[config.mk]
export PLATFORM = sky130hd
export DESIGN_NAME = rtc_update_engine
export DESIGN_NICKNAME = d
export VERILOG_FILES = /design/src/rtl/rtc_pkg.sv /design/src/rtl/rtc_prescaler.sv /design/src/rtl/rtc_time_core.sv /design/src/rtl/rtc_host_buffer.sv /design/src/rtl/rtc_update_engine.sv
export SDC_FILE = /design/constraint.sdc
export NUM_CORES = 1
export LEC_CHECK = 0
export BUFFER_PORTS_ARGS = -buffer_cell sky130_fd_sc_hd__clkbuf_2
export CAP_MARGIN = 40
export CORE_MARGIN = 2
export CORE_UTILIZATION = 62
export CTS_CLUSTER_SIZE = 10
export DETAILED_ROUTE_END_ITERATION = 12
export PLACE_DENSITY = 0.88
export SYNTH_ARGS = -nofsm -noshare
export SYNTH_HDL_FRONTEND = slang
export SYNTH_SLANG_ARGS = --single-unit
[constraint.sdc]
create_clock -name clk -period 7.7 [get_ports clk]
set_clock_uncertainty 0.15 [all_clocks]
set_input_delay 0.385 -clock clk [delete_from_list [all_inputs] [get_ports clk]]
set_output_delay 0.385 -clock clk [all_outputs]
set_load 0.01 [all_outputs]
[src/rtl/rtc_pkg.sv]
// Shared types and conversion helpers for the clock/calendar update engine.
// Assumes the working copy is always plain binary with hours kept 0..23.
package rtc_pkg;

    localparam int NBYTES = 10;

    localparam logic [3:0] A_SEC   = 4'd0;
    localparam logic [3:0] A_ASEC  = 4'd1;
    localparam logic [3:0] A_MIN   = 4'd2;
    localparam logic [3:0] A_AMIN  = 4'd3;
    localparam logic [3:0] A_HOUR  = 4'd4;
    localparam logic [3:0] A_AHOUR = 4'd5;
    localparam logic [3:0] A_DOW   = 4'd6;
    localparam logic [3:0] A_DOM   = 4'd7;
    localparam logic [3:0] A_MON   = 4'd8;
    localparam logic [3:0] A_YEAR  = 4'd9;

    typedef struct packed {
        logic [6:0] sec;
        logic [6:0] min;
        logic [4:0] hour;
        logic [2:0] dow;
        logic [4:0] dom;
        logic [3:0] mon;
        logic [6:0] year;
        logic [6:0] asec;
        logic [6:0] amin;
        logic [4:0] ahour;
    } rtc_time_t;

    function automatic logic [7:0] to_bcd(input logic [6:0] v);
        logic [6:0] tens, ones;
        tens = v / 7'd10;
        ones = v % 7'd10;
        return {tens[3:0], ones[3:0]};
    endfunction

    function automatic logic [6:0] from_bcd(input logic [7:0] b);
        logic [7:0] s;
        s = {4'd0, b[7:4]} * 8'd10 + {4'd0, b[3:0]};
        return s[6:0];
    endfunction

    function automatic logic [7:0] enc_val(input logic [6:0] v, input logic bin);
        return bin ? {1'b0, v} : to_bcd(v);
    endfunction

    function automatic logic [6:0] dec_val(input logic [7:0] b, input logic bin);
        return bin ? b[6:0] : from_bcd(b);
    endfunction

    function automatic logic [7:0] enc_hour(input logic [4:0] h, input logic bin, input logic h24);
        logic [6:0] h12;
        logic [7:0] e;
        if (h24) return enc_val({2'b00, h}, bin);
        if (h == 5'd0)       h12 = 7'd12;
        else if (h > 5'd12)  h12 = {2'b00, h} - 7'd12;
        else                 h12 = {2'b00, h};
        e = enc_val(h12, bin);
        return {(h >= 5'd12), e[6:0]};
    endfunction

    function automatic logic [4:0] dec_hour(input logic [7:0] b, input logic bin, input logic h24);
        logic [6:0] v;
        if (h24) begin
            v = dec_val(b, bin);
            return v[4:0];
        end
        v = dec_val({1'b0, b[6:0]}, bin);
        if (v == 7'd12) v = 7'd0;
        if (b[7])       v = v + 7'd12;
        return v[4:0];
    endfunction

    function automatic logic [4:0] month_len(input logic [3:0] mon, input logic [6:0] year);
        case (mon)
            4'd2:                      return (year[1:0] == 2'd0) ? 5'd29 : 5'd28;
            4'd4, 4'd6, 4'd9, 4'd11:   return 5'd30;
            default:                   return 5'd31;
        endcase
    endfunction

    function automatic rtc_time_t advance(input rtc_time_t t);
        rtc_time_t r;
        r = t;
        if (t.sec < 7'd59) r.sec = t.sec + 7'd1;
        else begin
            r.sec = 7'd0;
            if (t.min < 7'd59) r.min = t.min + 7'd1;
            else begin
                r.min = 7'd0;
                if (t.hour < 5'd23) r.hour = t.hour + 5'd1;
                else begin
                    r.hour = 5'd0;
                    r.dow  = (t.dow >= 3'd7) ? 3'd1 : t.dow + 3'd1;
                    if (t.dom < month_len(t.mon, t.year)) r.dom = t.dom + 5'd1;
                    else begin
                        r.dom = 5'd1;
                        if (t.mon < 4'd12) r.mon = t.mon + 4'd1;
                        else begin
                            r.mon  = 4'd1;
                            r.year = (t.year >= 7'd99) ? 7'd0 : t.year + 7'd1;
                        end
                    end
                end
            end
        end
        return r;
    endfunction

    function automatic logic [7:0] enc_byte(input rtc_time_t t, input logic [3:0] idx,
                                            input logic bin, input logic h24);
        case (idx)
            A_SEC:   return enc_val(t.sec, bin);
            A_ASEC:  return enc_val(t.asec, bin);
            A_MIN:   return enc_val(t.min, bin);
            A_AMIN:  return enc_val(t.amin, bin);
            A_HOUR:  return enc_hour(t.hour, bin, h24);
            A_AHOUR: return enc_hour(t.ahour, bin, h24);
            A_DOW:   return enc_val({4'd0, t.dow}, bin);
            A_DOM:   return enc_val({2'd0, t.dom}, bin);
            A_MON:   return enc_val({3'd0, t.mon}, bin);
            A_YEAR:  return enc_val(t.year, bin);
            default: return 8'h00;
        endcase
    endfunction

    function automatic rtc_time_t apply_write(input rtc_time_t t, input logic [3:0] idx,
                                              input logic [7:0] d, input logic bin, input logic h24);
        rtc_time_t r;
        logic [6:0] v;
        r = t;
        v = dec_val(d, bin);
        case (idx)
            A_SEC:   r.sec   = v;
            A_ASEC:  r.asec  = v;
            A_MIN:   r.min   = v;
            A_AMIN:  r.amin  = v;
            A_HOUR:  r.hour  = dec_hour(d, bin, h24);
            A_AHOUR: r.ahour = dec_hour(d, bin, h24);
            A_DOW:   r.dow   = v[2:0];
            A_DOM:   r.dom   = v[4:0];
            A_MON:   r.mon   = v[3:0];
            A_YEAR:  r.year  = v;
            default: r = t;
        endcase
        return r;
    endfunction

endpackage

[src/rtl/rtc_prescaler.sv]
// Counts time-base enables into seconds. It raises the update warning a fixed
// lead before the end of each second and pulses end_pulse on the enable that
// closes the second. Assumes LEAD_TICKS+UPD_TICKS < TICKS_PER_SEC.
module rtc_prescaler #(
    parameter int TICKS_PER_SEC = 32768,
    parameter int LEAD_TICKS    = 80,
    parameter int UPD_TICKS     = 66
) (
    input  logic clk,
    input  logic rst_n,
    input  logic tick_en,
    output logic end_pulse,
    output logic uip
);
    localparam int CW = $clog2(TICKS_PER_SEC);
    localparam logic [CW-1:0] LAST = CW'(TICKS_PER_SEC - 1);
    localparam logic [CW-1:0] WARN = CW'(TICKS_PER_SEC - LEAD_TICKS - UPD_TICKS - 1);

    logic [CW-1:0] cnt;

    // Last enable of the second closes the update cycle.
    assign end_pulse = tick_en && (cnt == LAST);

    // Prescaler count, wrapping once per second.
    always_ff @(posedge clk) begin
        if (!rst_n)        cnt <= '0;
        else if (end_pulse) cnt <= '0;
        else if (tick_en)   cnt <= cnt + 1'b1;
    end

    // Warning flag: set at the lead point, cleared when the update ends.
    always_ff @(posedge clk) begin
        if (!rst_n)                        uip <= 1'b0;
        else if (end_pulse)                uip <= 1'b0;
        else if (tick_en && cnt == WARN)   uip <= 1'b1;
    end

    AST_UIP_BEFORE_END: assert property (@(posedge clk) disable iff (!rst_n)
        end_pulse |-> uip);
    AST_CNT_BOUND: assert property (@(posedge clk) disable iff (!rst_n)
        cnt <= LAST);

endmodule

[src/rtl/rtc_time_core.sv]
// Working copy of time, calendar and alarm in plain binary. At each end of
// second it advances the time; a host write overrides one field. It also
// produces the next-state record and the alarm-match strobe.
module rtc_time_core import rtc_pkg::*; (
    input  logic       clk,
    input  logic       rst_n,
    input  logic       end_pulse,
    input  logic       wr_en,
    input  logic [3:0] wr_addr,
    input  logic [7:0] wr_data,
    input  logic       fmt_bin,
    input  logic       mode_24h,
    output rtc_time_t  nxt,
    output logic       alarm_hit
);
    rtc_time_t cur;
    rtc_time_t rst_val;

    // Power-on contents of the working copy.
    always_comb begin
        rst_val = '0;
        rst_val.dow = 3'd1;
        rst_val.dom = 5'd1;
        rst_val.mon = 4'd1;
    end

    // Next state: advance on end of second, then apply any host write.
    always_comb begin
        nxt = cur;
        if (end_pulse) nxt = advance(cur);
        if (wr_en && wr_addr < 4'(NBYTES))
            nxt = apply_write(nxt, wr_addr, wr_data, fmt_bin, mode_24h);
        alarm_hit = end_pulse && (nxt.sec == nxt.asec) &&
                    (nxt.min == nxt.amin) && (nxt.hour == nxt.ahour);
    end

    // Working-copy register.
    always_ff @(posedge clk) begin
        if (!rst_n) cur <= rst_val;
        else        cur <= nxt;
    end

    AST_TIME_HOLD: assert property (@(posedge clk) disable iff (!rst_n)
        (!end_pulse && !wr_en) |=> $stable(cur));
    AST_SEC_STEP: assert property (@(posedge clk) disable iff (!rst_n)
        (end_pulse && !wr_en && cur.sec < 7'd59) |=> (cur.sec == $past(cur.sec) + 7'd1));

endmodule

[src/rtl/rtc_host_buffer.sv]
// Host-visible byte buffer. A write stores raw data into its byte. An
// uninhibited end of second re-encodes all ten bytes from the next-state record
// in the current format. Assumes a write wins over a transfer for its own byte.
module rtc_host_buffer import rtc_pkg::*; (
    input  logic                  clk,
    input  logic                  rst_n,
    input  logic                  end_pulse,
    input  logic                  inhibit,
    input  rtc_time_t             nxt,
    input  logic                  wr_en,
    input  logic [3:0]            wr_addr,
    input  logic [7:0]            wr_data,
    input  logic                  fmt_bin,
    input  logic                  mode_24h,
    output logic [8*NBYTES-1:0]   buf_bytes
);
    for (genvar i = 0; i < NBYTES; i++) begin : g_byte
        localparam logic [3:0] IDX = 4'(i);
        localparam logic [7:0] RST = (i == 6 || i == 7 || i == 8) ? 8'h01 : 8'h00;

        // One buffer byte: write first, else transfer, else hold.
        always_ff @(posedge clk) begin
            if (!rst_n)
                buf_bytes[8*i +: 8] <= RST;
            else if (wr_en && wr_addr == IDX)
                buf_bytes[8*i +: 8] <= wr_data;
            else if (end_pulse && !inhibit)
                buf_bytes[8*i +: 8] <= enc_byte(nxt, IDX, fmt_bin, mode_24h);
        end
    end

    AST_BUF_FROZEN: assert property (@(posedge clk) disable iff (!rst_n)
        (inhibit && !wr_en) |=> $stable(buf_bytes));

endmodule

[src/rtl/rtc_update_engine.sv]
// Top of the clock/calendar update engine: prescaler, working copy, host
// buffer and the sticky completion and alarm flags. Assumes tick_en is a
// one-cycle enable per time-base period and all inputs are synchronous to clk.
module rtc_update_engine import rtc_pkg::*; #(
    parameter int TICKS_PER_SEC = 32768,
    parameter int LEAD_TICKS    = 80,
    parameter int UPD_TICKS     = 66
) (
    input  logic        clk,
    input  logic        rst_n,
    input  logic        tick_en,
    input  logic        wr_en,
    input  logic [3:0]  wr_addr,
    input  logic [7:0]  wr_data,
    input  logic        inhibit,
    input  logic        fmt_bin,
    input  logic        mode_24h,
    input  logic        flag_clr,
    output logic [79:0] buf_bytes,
    output logic        uip,
    output logic        uf,
    output logic        af
);
    logic      end_pulse;
    logic      alarm_hit;
    rtc_time_t nxt;

    rtc_prescaler #(
        .TICKS_PER_SEC(TICKS_PER_SEC),
        .LEAD_TICKS   (LEAD_TICKS),
        .UPD_TICKS    (UPD_TICKS)
    ) i_presc (
        .clk(clk), .rst_n(rst_n), .tick_en(tick_en),
        .end_pulse(end_pulse), .uip(uip)
    );

    rtc_time_core i_core (
        .clk(clk), .rst_n(rst_n), .end_pulse(end_pulse),
        .wr_en(wr_en), .wr_addr(wr_addr), .wr_data(wr_data),
        .fmt_bin(fmt_bin), .mode_24h(mode_24h),
        .nxt(nxt), .alarm_hit(alarm_hit)
    );

    rtc_host_buffer i_buf (
        .clk(clk), .rst_n(rst_n), .end_pulse(end_pulse), .inhibit(inhibit),
        .nxt(nxt), .wr_en(wr_en), .wr_addr(wr_addr), .wr_data(wr_data),
        .fmt_bin(fmt_bin), .mode_24h(mode_24h), .buf_bytes(buf_bytes)
    );

    // Completion flag: set at end of each update, set wins over clear.
    always_ff @(posedge clk) begin
        if (!rst_n)         uf <= 1'b0;
        else if (end_pulse) uf <= 1'b1;
        else if (flag_clr)  uf <= 1'b0;
    end

    // Alarm flag: set on match during an update, set wins over clear.
    always_ff @(posedge clk) begin
        if (!rst_n)         af <= 1'b0;
        else if (alarm_hit) af <= 1'b1;
        else if (flag_clr)  af <= 1'b0;
    end

    AST_UF_ON_END: assert property (@(posedge clk) disable iff (!rst_n)
        end_pulse |=> (uf && !uip));
    AST_AF_STICKY: assert property (@(posedge clk) disable iff (!rst_n)
        (af && !flag_clr) |=> af);
    AST_CLR_WORKS: assert property (@(posedge clk) disable iff (!rst_n)
        (flag_clr && !end_pulse) |=> !uf);

endmodule

# After elaboration in Yosys (flattened, before gate mapping)

Index checks and enable logic that the tools add are counted.

Flip-flop bits (word level): 155
Bits in latches: 0
Memory bits (writable): 0
Bits in read-only memories: 0
Input bits: 20
Output and inout bits: 83
Word-level logic and storage cells: 238
Memories: 0

Add/subtract/negate cells: 14
$mul: 2
Div/mod/pow operators: 24
$lt $le $gt $ge: 12
Equality and inequality tests: 20
Shift-type cells: 0
Mux-type cells: 105
Bitwise operators: 1
Reductions and logical operators: 36

Operators by type and width:

| kind                                                  | number |
|---|---|
| 2-to-1 mux 8 bit                                      | 34 |
| 2-to-1 mux 7 bit                                      | 25 |
| 2-to-1 mux 57 bit                                     | 2 |
| 2-to-1 mux 5 bit                                      | 21 |
| divider 7 x 4 -> 7 bit (second input constant)        | 7 |
| remainder unit 7 x 4 -> 7 bit (second input constant) | 7 |
| 2-to-1 mux 31 bit                                     | 1 |
| == test 15 bit (second input constant)                | 2 |
| == test 4 x 3 -> 1 bit (second input constant)        | 6 |
| 2-to-1 mux 24 bit                                     | 1 |
| nonzero test 2 bit                                    | 12 |
| adder 7 x 1 -> 7 bit (second input constant)          | 3 |
| divider 5 x 4 -> 7 bit (second input constant)        | 3 |
| remainder unit 5 x 4 -> 7 bit (second input constant) | 3 |
| 2-to-1 mux 19 bit                                     | 1 |
| logical AND 1 bit                                     | 17 |
| == test 4 bit (second input constant)                 | 4 |
| adder 15 x 1 -> 15 bit (second input constant)        | 1 |
| adder 7 x 4 -> 7 bit                                  | 2 |
| == test 7 bit                                         | 2 |
| < comparator 7 x 6 -> 1 bit (second input constant)   | 2 |
| 2-to-1 mux 1 bit                                      | 14 |
| == test 4 x 2 -> 1 bit (second input constant)        | 3 |
| subtractor 5 x 4 -> 6 bit (second input constant)     | 2 |
| other kinds (31)                                      | 39 |

# Depth between registers and ports, before layout

Depth after elaboration: 27
Depth in mapped cells: 30
Mapped depth without buffers: 29

# Cells and area by module

A second synthesis with hierarchy kept.

Cell total of the unflattened synthesis: 1,766
Area total of the unflattened synthesis: 12,804.8 um^2

By module, submodules not included:

| module            | instances | cells each | area each (um^2) | seq. area each (um^2) |
|---|---|---|---|---|
| rtc_host_buffer   | 1         | 1,169      | 7,916.3          | 1,601.5 |
| rtc_time_core     | 1         | 507        | 3,983.8          | 1,141.1 |
| rtc_prescaler     | 1         | 84         | 837.1            | 320.3 |
| rtc_update_engine | 1         | 6          | 67.6             | 40.0 |

# Worst setup path before layout

Ideal clock, no wire load.

Path type: input port to flip-flop
Start point: input wr_data[5]
End point: register i_buf.buf_bytes[28]
Setup time: 132 ps
Arrival time: 5,646 ps
Data required time: 7,418 ps
Slack: 1,772 ps
Stages: 27
Buffers on the path: 2
Cell sequence: ha_1 > ha_1 > fa_1 > xor2_1 > a2111oi_0 > a311oi_1 > clkbuf_1 > o21a_1 > clkbuf_1 > nor2_1 > a21oi_1 > ha_1 > a41o_1 > maj3_1 > mux2_2 > xnor2_2 > ha_1 > nand2_1 > a21oi_1 > xnor2_1 > ha_1 > o21ai_0 > nand3b_1 > o211a_1 > nand2_1 > nor3_1 > nor3_1

Cells in the longest elaborated chain, start to end: 9

RTL lines:

| element                       | line                    | RTL |
|---|---|---|
| start, declared               | rtc_update_engine.sv:14 | `input logic [7:0] wr_data,` |
| multiplier 4 x 3 -> 6 bit     | rtc_pkg.sv:40           | `s = {4'd0, b[7:4]} * 8'd10 + {4'd0, b[3:0]};` |
| adder 7 x 4 -> 7 bit          | rtc_pkg.sv:40           |  |
| 2-to-1 mux 7 bit (*)          | rtc_pkg.sv:49           | `return bin ? b[6:0] : from_bcd(b);` |
| 2-to-1 mux 7 bit (*)          | rtc_pkg.sv:134          | `case (idx)` |
| 2-to-1 mux 57 bit (*)         | rtc_time_core.sv:31     | `if (wr_en && wr_addr < 4'(NBYTES))` |
| divider 7 x 4 -> 7 bit        | rtc_pkg.sv:33           | `tens = v / 7'd10;` |
| 2-to-1 mux 8 bit (*)          | rtc_pkg.sv:45           | `return bin ? {1'b0, v} : to_bcd(v);` |
| 2-to-1 mux 8 bit (*)          | rtc_host_buffer.sv:27   | `else if (end_pulse && !inhibit)` |
| 2-to-1 mux 8 bit (*)          | rtc_host_buffer.sv:25   | `else if (wr_en && wr_addr == IDX)` |
| end signal, assigned by index | rtc_host_buffer.sv:26   | `buf_bytes[8*i +: 8] <= wr_data;` |
| end signal, assigned by index | rtc_host_buffer.sv:28   | `buf_bytes[8*i +: 8] <= enc_byte(nxt, IDX, fmt_bin, mode_24h);` |
| end, declared                 | rtc_host_buffer.sv:15   | `output logic [8*NBYTES-1:0] buf_bytes` |

Mark *: on every way between the ends. The rest lies on a longest branch, timed or not. The select of a mux whose other input is x is not followed.
A chain may end at the register's enable or synchronous reset.

==> flow_summary.html <==
<table>
<tr><th>Metric</th><th>Value</th></tr>
<tr><th colspan="2">Floorplanning</th></tr>
<tr><td>Die extent in y</td><td>~150 um</td></tr>
<tr><td>Starting density of the core</td><td>between 60% and 70%</td></tr>
<tr><td>Number of top-level design ports</td><td>between 100 and 150</td></tr>
<tr><td>Floorplan die area</td><td>between 20000 and 25000 sq um</td></tr>
<tr><td>Die width</td><td>between 100 and 150 um</td></tr>
<tr><td>Total core area</td><td>slightly below 20000 sq um</td></tr>
<tr><td>FP Rows</td><td>approximately 50</td></tr>
<tr><th colspan="2">Power</th></tr>
<tr><td>Net switching power of the design</td><td>0.7052 mW</td></tr>
<tr><td>Gate power share</td><td>between 20% and 30%</td></tr>
<tr><td>Lkg Pwr</td><td>between 5 and 6 nW</td></tr>
<tr><td>Clock share of power</td><td>about two fifths</td></tr>
<tr><td>Cell-internal power</td><td>about 1.4 mW</td></tr>
<tr><td>Power density over the cells</td><td>158.3 nW/um^2</td></tr>
<tr><td>Switching share of total power</td><td>about 33%</td></tr>
<tr><td>Sequential power share</td><td>38.7%</td></tr>
<tr><td>VDD IR-drop max</td><td>about 0.18 mV</td></tr>
<tr><th colspan="2">GRT</th></tr>
<tr><td>GR Util All Layers</td><td>between 30% and 40%</td></tr>
<tr><td>Pin count of the biggest net entering global routing</td><td>55</td></tr>
<tr><td>Total overflow reported by the global router</td><td>0</td></tr>
<tr><td>Global-route wire length before repair</td><td>about 67000 um</td></tr>
<tr><td>Vias in the first global route</td><td>roughly 13000</td></tr>
<tr><td>Initial antenna violation count</td><td>1</td></tr>
<tr><th colspan="2">Route</th></tr>
<tr><td>Detailed Route Iter0 Violations</td><td>approximately 1900</td></tr>
<tr><td>Post-route DRC violation count</td><td>0</td></tr>
<tr><td>Routed WL</td><td>42540 um</td></tr>
<tr><td>Routed vias</td><td>approximately 14000</td></tr>
<tr><td>Detailed-route vias per instance</td><td>about 7</td></tr>
<tr><td>Post-DR wirelength/cell</td><td>approximately 21 um</td></tr>
<tr><td>Detailed Routing Iterations Pass 1</td><td>7</td></tr>
<tr><td>Antenna Violating Nets Remaining</td><td>0</td></tr>
<tr><th colspan="2">Yosys</th></tr>
<tr><td>Most common library cells after synthesis</td><td>nor2_1, nand2_1, dfxtp_1</td></tr>
<tr><td>Warnings from Yosys</td><td>0</td></tr>
<tr><td>Largest area contributor in the synthesized netlist</td><td>dfxtp_1</td></tr>
<tr><td>Count of state elements after synthesis</td><td>between 150 and 200</td></tr>
<tr><td>Post-synth design cell area</td><td>12340 sq um</td></tr>
<tr><td>Mean instance size in the synthesized netlist</td><td>roughly 7.3 sq um</td></tr>
<tr><td>Leading cell type by number of instances after synthesis</td><td>nor2_1</td></tr>
<tr><td>Async SR Flop Fraction</td><td>0%</td></tr>
<tr><td>Synth cell types</td><td>99</td></tr>
<tr><td>Most common flop cell mapped by yosys</td><td>dfxtp_1</td></tr>
<tr><td>Cell types with the largest area share after synthesis</td><td>dfxtp_1, nor2_1, ha_1</td></tr>
<tr><td>Number of enable flip-flop cells after synthesis</td><td>0</td></tr>
<tr><td>Seq/Total Area, Yosys</td><td>between 20% and 30%</td></tr>
<tr><td>Gate Count Post-Synth</td><td>1679</td></tr>
<tr><td>Top cell type's share of synthesized area</td><td>25.15%</td></tr>
<tr><td>Syn Nets</td><td>1760</td></tr>
<tr><th colspan="2">STA</th></tr>
<tr><td>Actual slew at the worst max-slew pin</td><td>roughly 1.1 ns</td></tr>
<tr><td>Final number of hold-violating endpoints</td><td>0</td></tr>
<tr><td>Min cycle time layout</td><td>6.613 ns</td></tr>
<tr><td>Final total negative setup slack</td><td>0 ns</td></tr>
<tr><td>Max transition margin</td><td>26.91%</td></tr>
<tr><td>Setup Viol. Count Final</td><td>0</td></tr>
<tr><td>Worst hold slack across all endpoints</td><td>roughly 0.07 ns</td></tr>
<tr><td>Max-slew violation count</td><td>0</td></tr>
<tr><td>Final worst path period share</td><td>85.88%</td></tr>
<tr><td>Setup repair after global routing missed its margin</td><td>false</td></tr>
<tr><td>Highest clock rate</td><td>around 150 MHz</td></tr>
<tr><th colspan="2">Finish</th></tr>
<tr><td>Share of post-route cells with drive strength above 1</td><td>13.43%</td></tr>
<tr><td>Layout Area Growth over Synthesis</td><td>10.08%</td></tr>
<tr><td>Number of filler instances in the final layout</td><td>1649</td></tr>
<tr><td>Layout net count</td><td>1796</td></tr>
<tr><th colspan="2">Clocking</th></tr>
<tr><td>Resized Gates After CTS</td><td>0</td></tr>
<tr><td>Clock tree from TritonCTS</td><td>built</td></tr>
<tr><td>Number of buffers created by CTS</td><td>17</td></tr>
<tr><td>Deepest level of the CTS H-tree</td><td>4</td></tr>
<tr><td>Count of buffers added by post-CTS timing repair for setup</td><td>0</td></tr>
<tr><td>TritonCTS Sinks</td><td>155</td></tr>
<tr><td>Insertion delay to the later sink of the worst-skew pair</td><td>approximately 0.45 ns</td></tr>
<tr><td>Post-CTS clock slew at the launch and capture registers of the worst setup and hold paths</td><td>about 0.060 ns</td></tr>
<tr><td>Clock root buffer master</td><td>clkbuf_16</td></tr>
<tr><td>Hold buffer count at CTS</td><td>0</td></tr>
<tr><td>Maximum clock insertion buffer count</td><td>2</td></tr>
<tr><th colspan="2">Job</th></tr>
<tr><td>Max-cap violation count</td><td>0</td></tr>
<tr><th colspan="2">Worst setup path</th></tr>
<tr><td>Critical path fanouts, max</td><td>16</td></tr>
<tr><td>Cell depth of the worst flop-to-flop path</td><td>21</td></tr>
<tr><td>Crit path arrival time</td><td>just under 7 ns</td></tr>
<tr><td>FF-to-FF setup slack</td><td>~1.5 ns</td></tr>
<tr><td>CP required</td><td>7.92 ns</td></tr>
<tr><td>Launching point of the worst reg2reg path</td><td>i_presc.cnt[0]</td></tr>
<tr><td>Terminus of the critical flop-to-flop path</td><td>i_buf.buf_bytes[18]</td></tr>
<tr><td>Type of element capturing the critical path</td><td>flip-flop</td></tr>
<tr><td>Type of the setup path with the least slack</td><td>input pin to flip-flop</td></tr>
<tr><td>Critical path startpoint category</td><td>input pin</td></tr>
<tr><th colspan="2">Status</th></tr>
<tr><td>Run status</td><td>finished clean</td></tr>
<tr><th colspan="2">Placement</th></tr>
<tr><td>Port buffer count</td><td>102</td></tr>
<tr><td>Routability-driven placement congestion ratio</td><td>between 1 and 1.5</td></tr>
<tr><td>HPWL after DPL</td><td>28820 um</td></tr>
<tr><th colspan="2">Min path</th></tr>
<tr><td>Hold Crit Start</td><td>flag_clr</td></tr>
<tr><td>Cell depth of the worst min-delay path</td><td>3</td></tr>
<tr><td>Hold Path Sink</td><td>af</td></tr>
<tr><td>Hold WC Path Type</td><td>input pin to flip-flop</td></tr>
</table>
power by group through the flow:
stage	combinational [mW]	sequential, mW	clock, mW
final	0.457	0.832	0.861
after global routing	0.487	0.833	0.889
after CTS	0.438	0.831	0.854
after detailed placement	0.434	0.849	0
after global placement	0.418	0.849	0
after floorplan	0.316	0.848	0
sequential cells by signal, indices dropped and copies added, names as in the netlist:
signal and cells:
af 1, i_buf.buf_bytes 80, i_core.cur 57, i_presc.cnt 15, i_presc.uip 1, uf 1
worst max-delay path: stages:
cell	delay, ns
clkbuf_2	0.44
ha_1	0.36
ha_1	0.34
and3_1	0.20
nor2_1	0.30
o31ai_1	0.15
o21ai_0	0.46
nand2_1	0.11
ha_1	0.22
nor2b_1	0.14
xnor2_1	0.10
a211o_1	0.30
a31oi_1	0.38
o21a_1	0.28
inv_2	0.13
ha_1	0.25
a31oi_1	0.46
xnor2_1	0.22
ha_1	0.26
o21ai_0	0.11
and3_1	0.20
a211o_1	0.31
mux2i_1	0.19
mux2i_1	0.11
a41o_1	0.28
a21oi_1	0.12
cells by family (layout without fill, tap and decap cells):
group / after synthesis / after routing / synth area share (%)
AND/OR/NAND/NOR: 670 / 670 / 26.37
AO/OA/AOI/OAI: 526 / 526 / 29.43
buffers and inverters: 173 / 222 / 5.517
flip-flops: 155 / 155 / 25.15
adder cells (fa/ha/maj): 63 / 63 / 6.471
XOR/XNOR: 56 / 56 / 4.037
multiplexers: 36 / 36 / 3.022
other: 0 / 2 / 0
worst max-delay path by stage:
stage,startpoint,endpoint,slack [ns],cells after the start
2_1_floorplan,wr_data[5],i_buf.buf_bytes[28],1.77,27
3_3_place_gp,wr_data[4],i_buf.buf_bytes[34],1.12,26
3_5_place_dp,wr_data[6],i_buf.buf_bytes[42],0.87,26
4_1_cts,wr_data[4],i_buf.buf_bytes[42],1.25,27
5_1_grt,wr_data[6],i_buf.buf_bytes[42],0.76,26
6_report,wr_data[6],i_buf.buf_bytes[42],1.09,26
cell usage in the layout, fill, tap and decap left out, types with 26 or more instances in the layout:
master	instances
a211oi_1	40
a21oi_1	130
a31oi_1	40
buf_4	32
clkbuf_2	102
dfxtp_1	155
ha_1	59
inv_1	50
mux2i_1	26
nand2_1	162
nand3_1	65
nand4_1	27
nor2_1	209
nor3_1	54
o211ai_1	30
o21ai_0	78
xnor2_1	41
metal layers:
metal | GRT usage, % | up-vias | routed length, um
met5 | 0 | - | 0
met1 | 49.55 | 6472 | 15860
met3 | 9.780 | 239 | 5694
li1 | - | 6301 | -
met4 | 21.76 | 0 | 2598
met2 | 59.29 | 1018 | 18390
per-stage QoR:
stage | util (%) | std cells | cell area (sq um) | power, mW | worst slack [ns]
final | 69.55 | 1995 | 13580 | 2.150 | 1.087
after global routing | 69.52 | 1993 | 13580 | 2.209 | 0.7613
after CTS | 69.52 | 1993 | 13580 | 2.124 | 1.255
after detailed placement | 66.55 | 1961 | 13000 | 1.283 | 0.8673
after global placement | 66.20 | 1955 | 12930 | 1.267 | 1.116
after floorplan | - | 1679 | 12340 | 1.164 | 1.772
area by class of cell:
type,instances,area [sq um],area share (%)
Timing Repair Buffer,137,797.0,5.869
Antenna cell,2,5.005,0.03685
Clock inverter,12,123.9,0.9121
Clock buffer,20,456.7,3.363
Sequential cell,155,3103,22.85
Multi-Input combinational cell,1351,8563,63.06
Inverter,53,200.2,1.474
Tap cell,265,331.6,2.442
(Power assumes the default switching activity.)
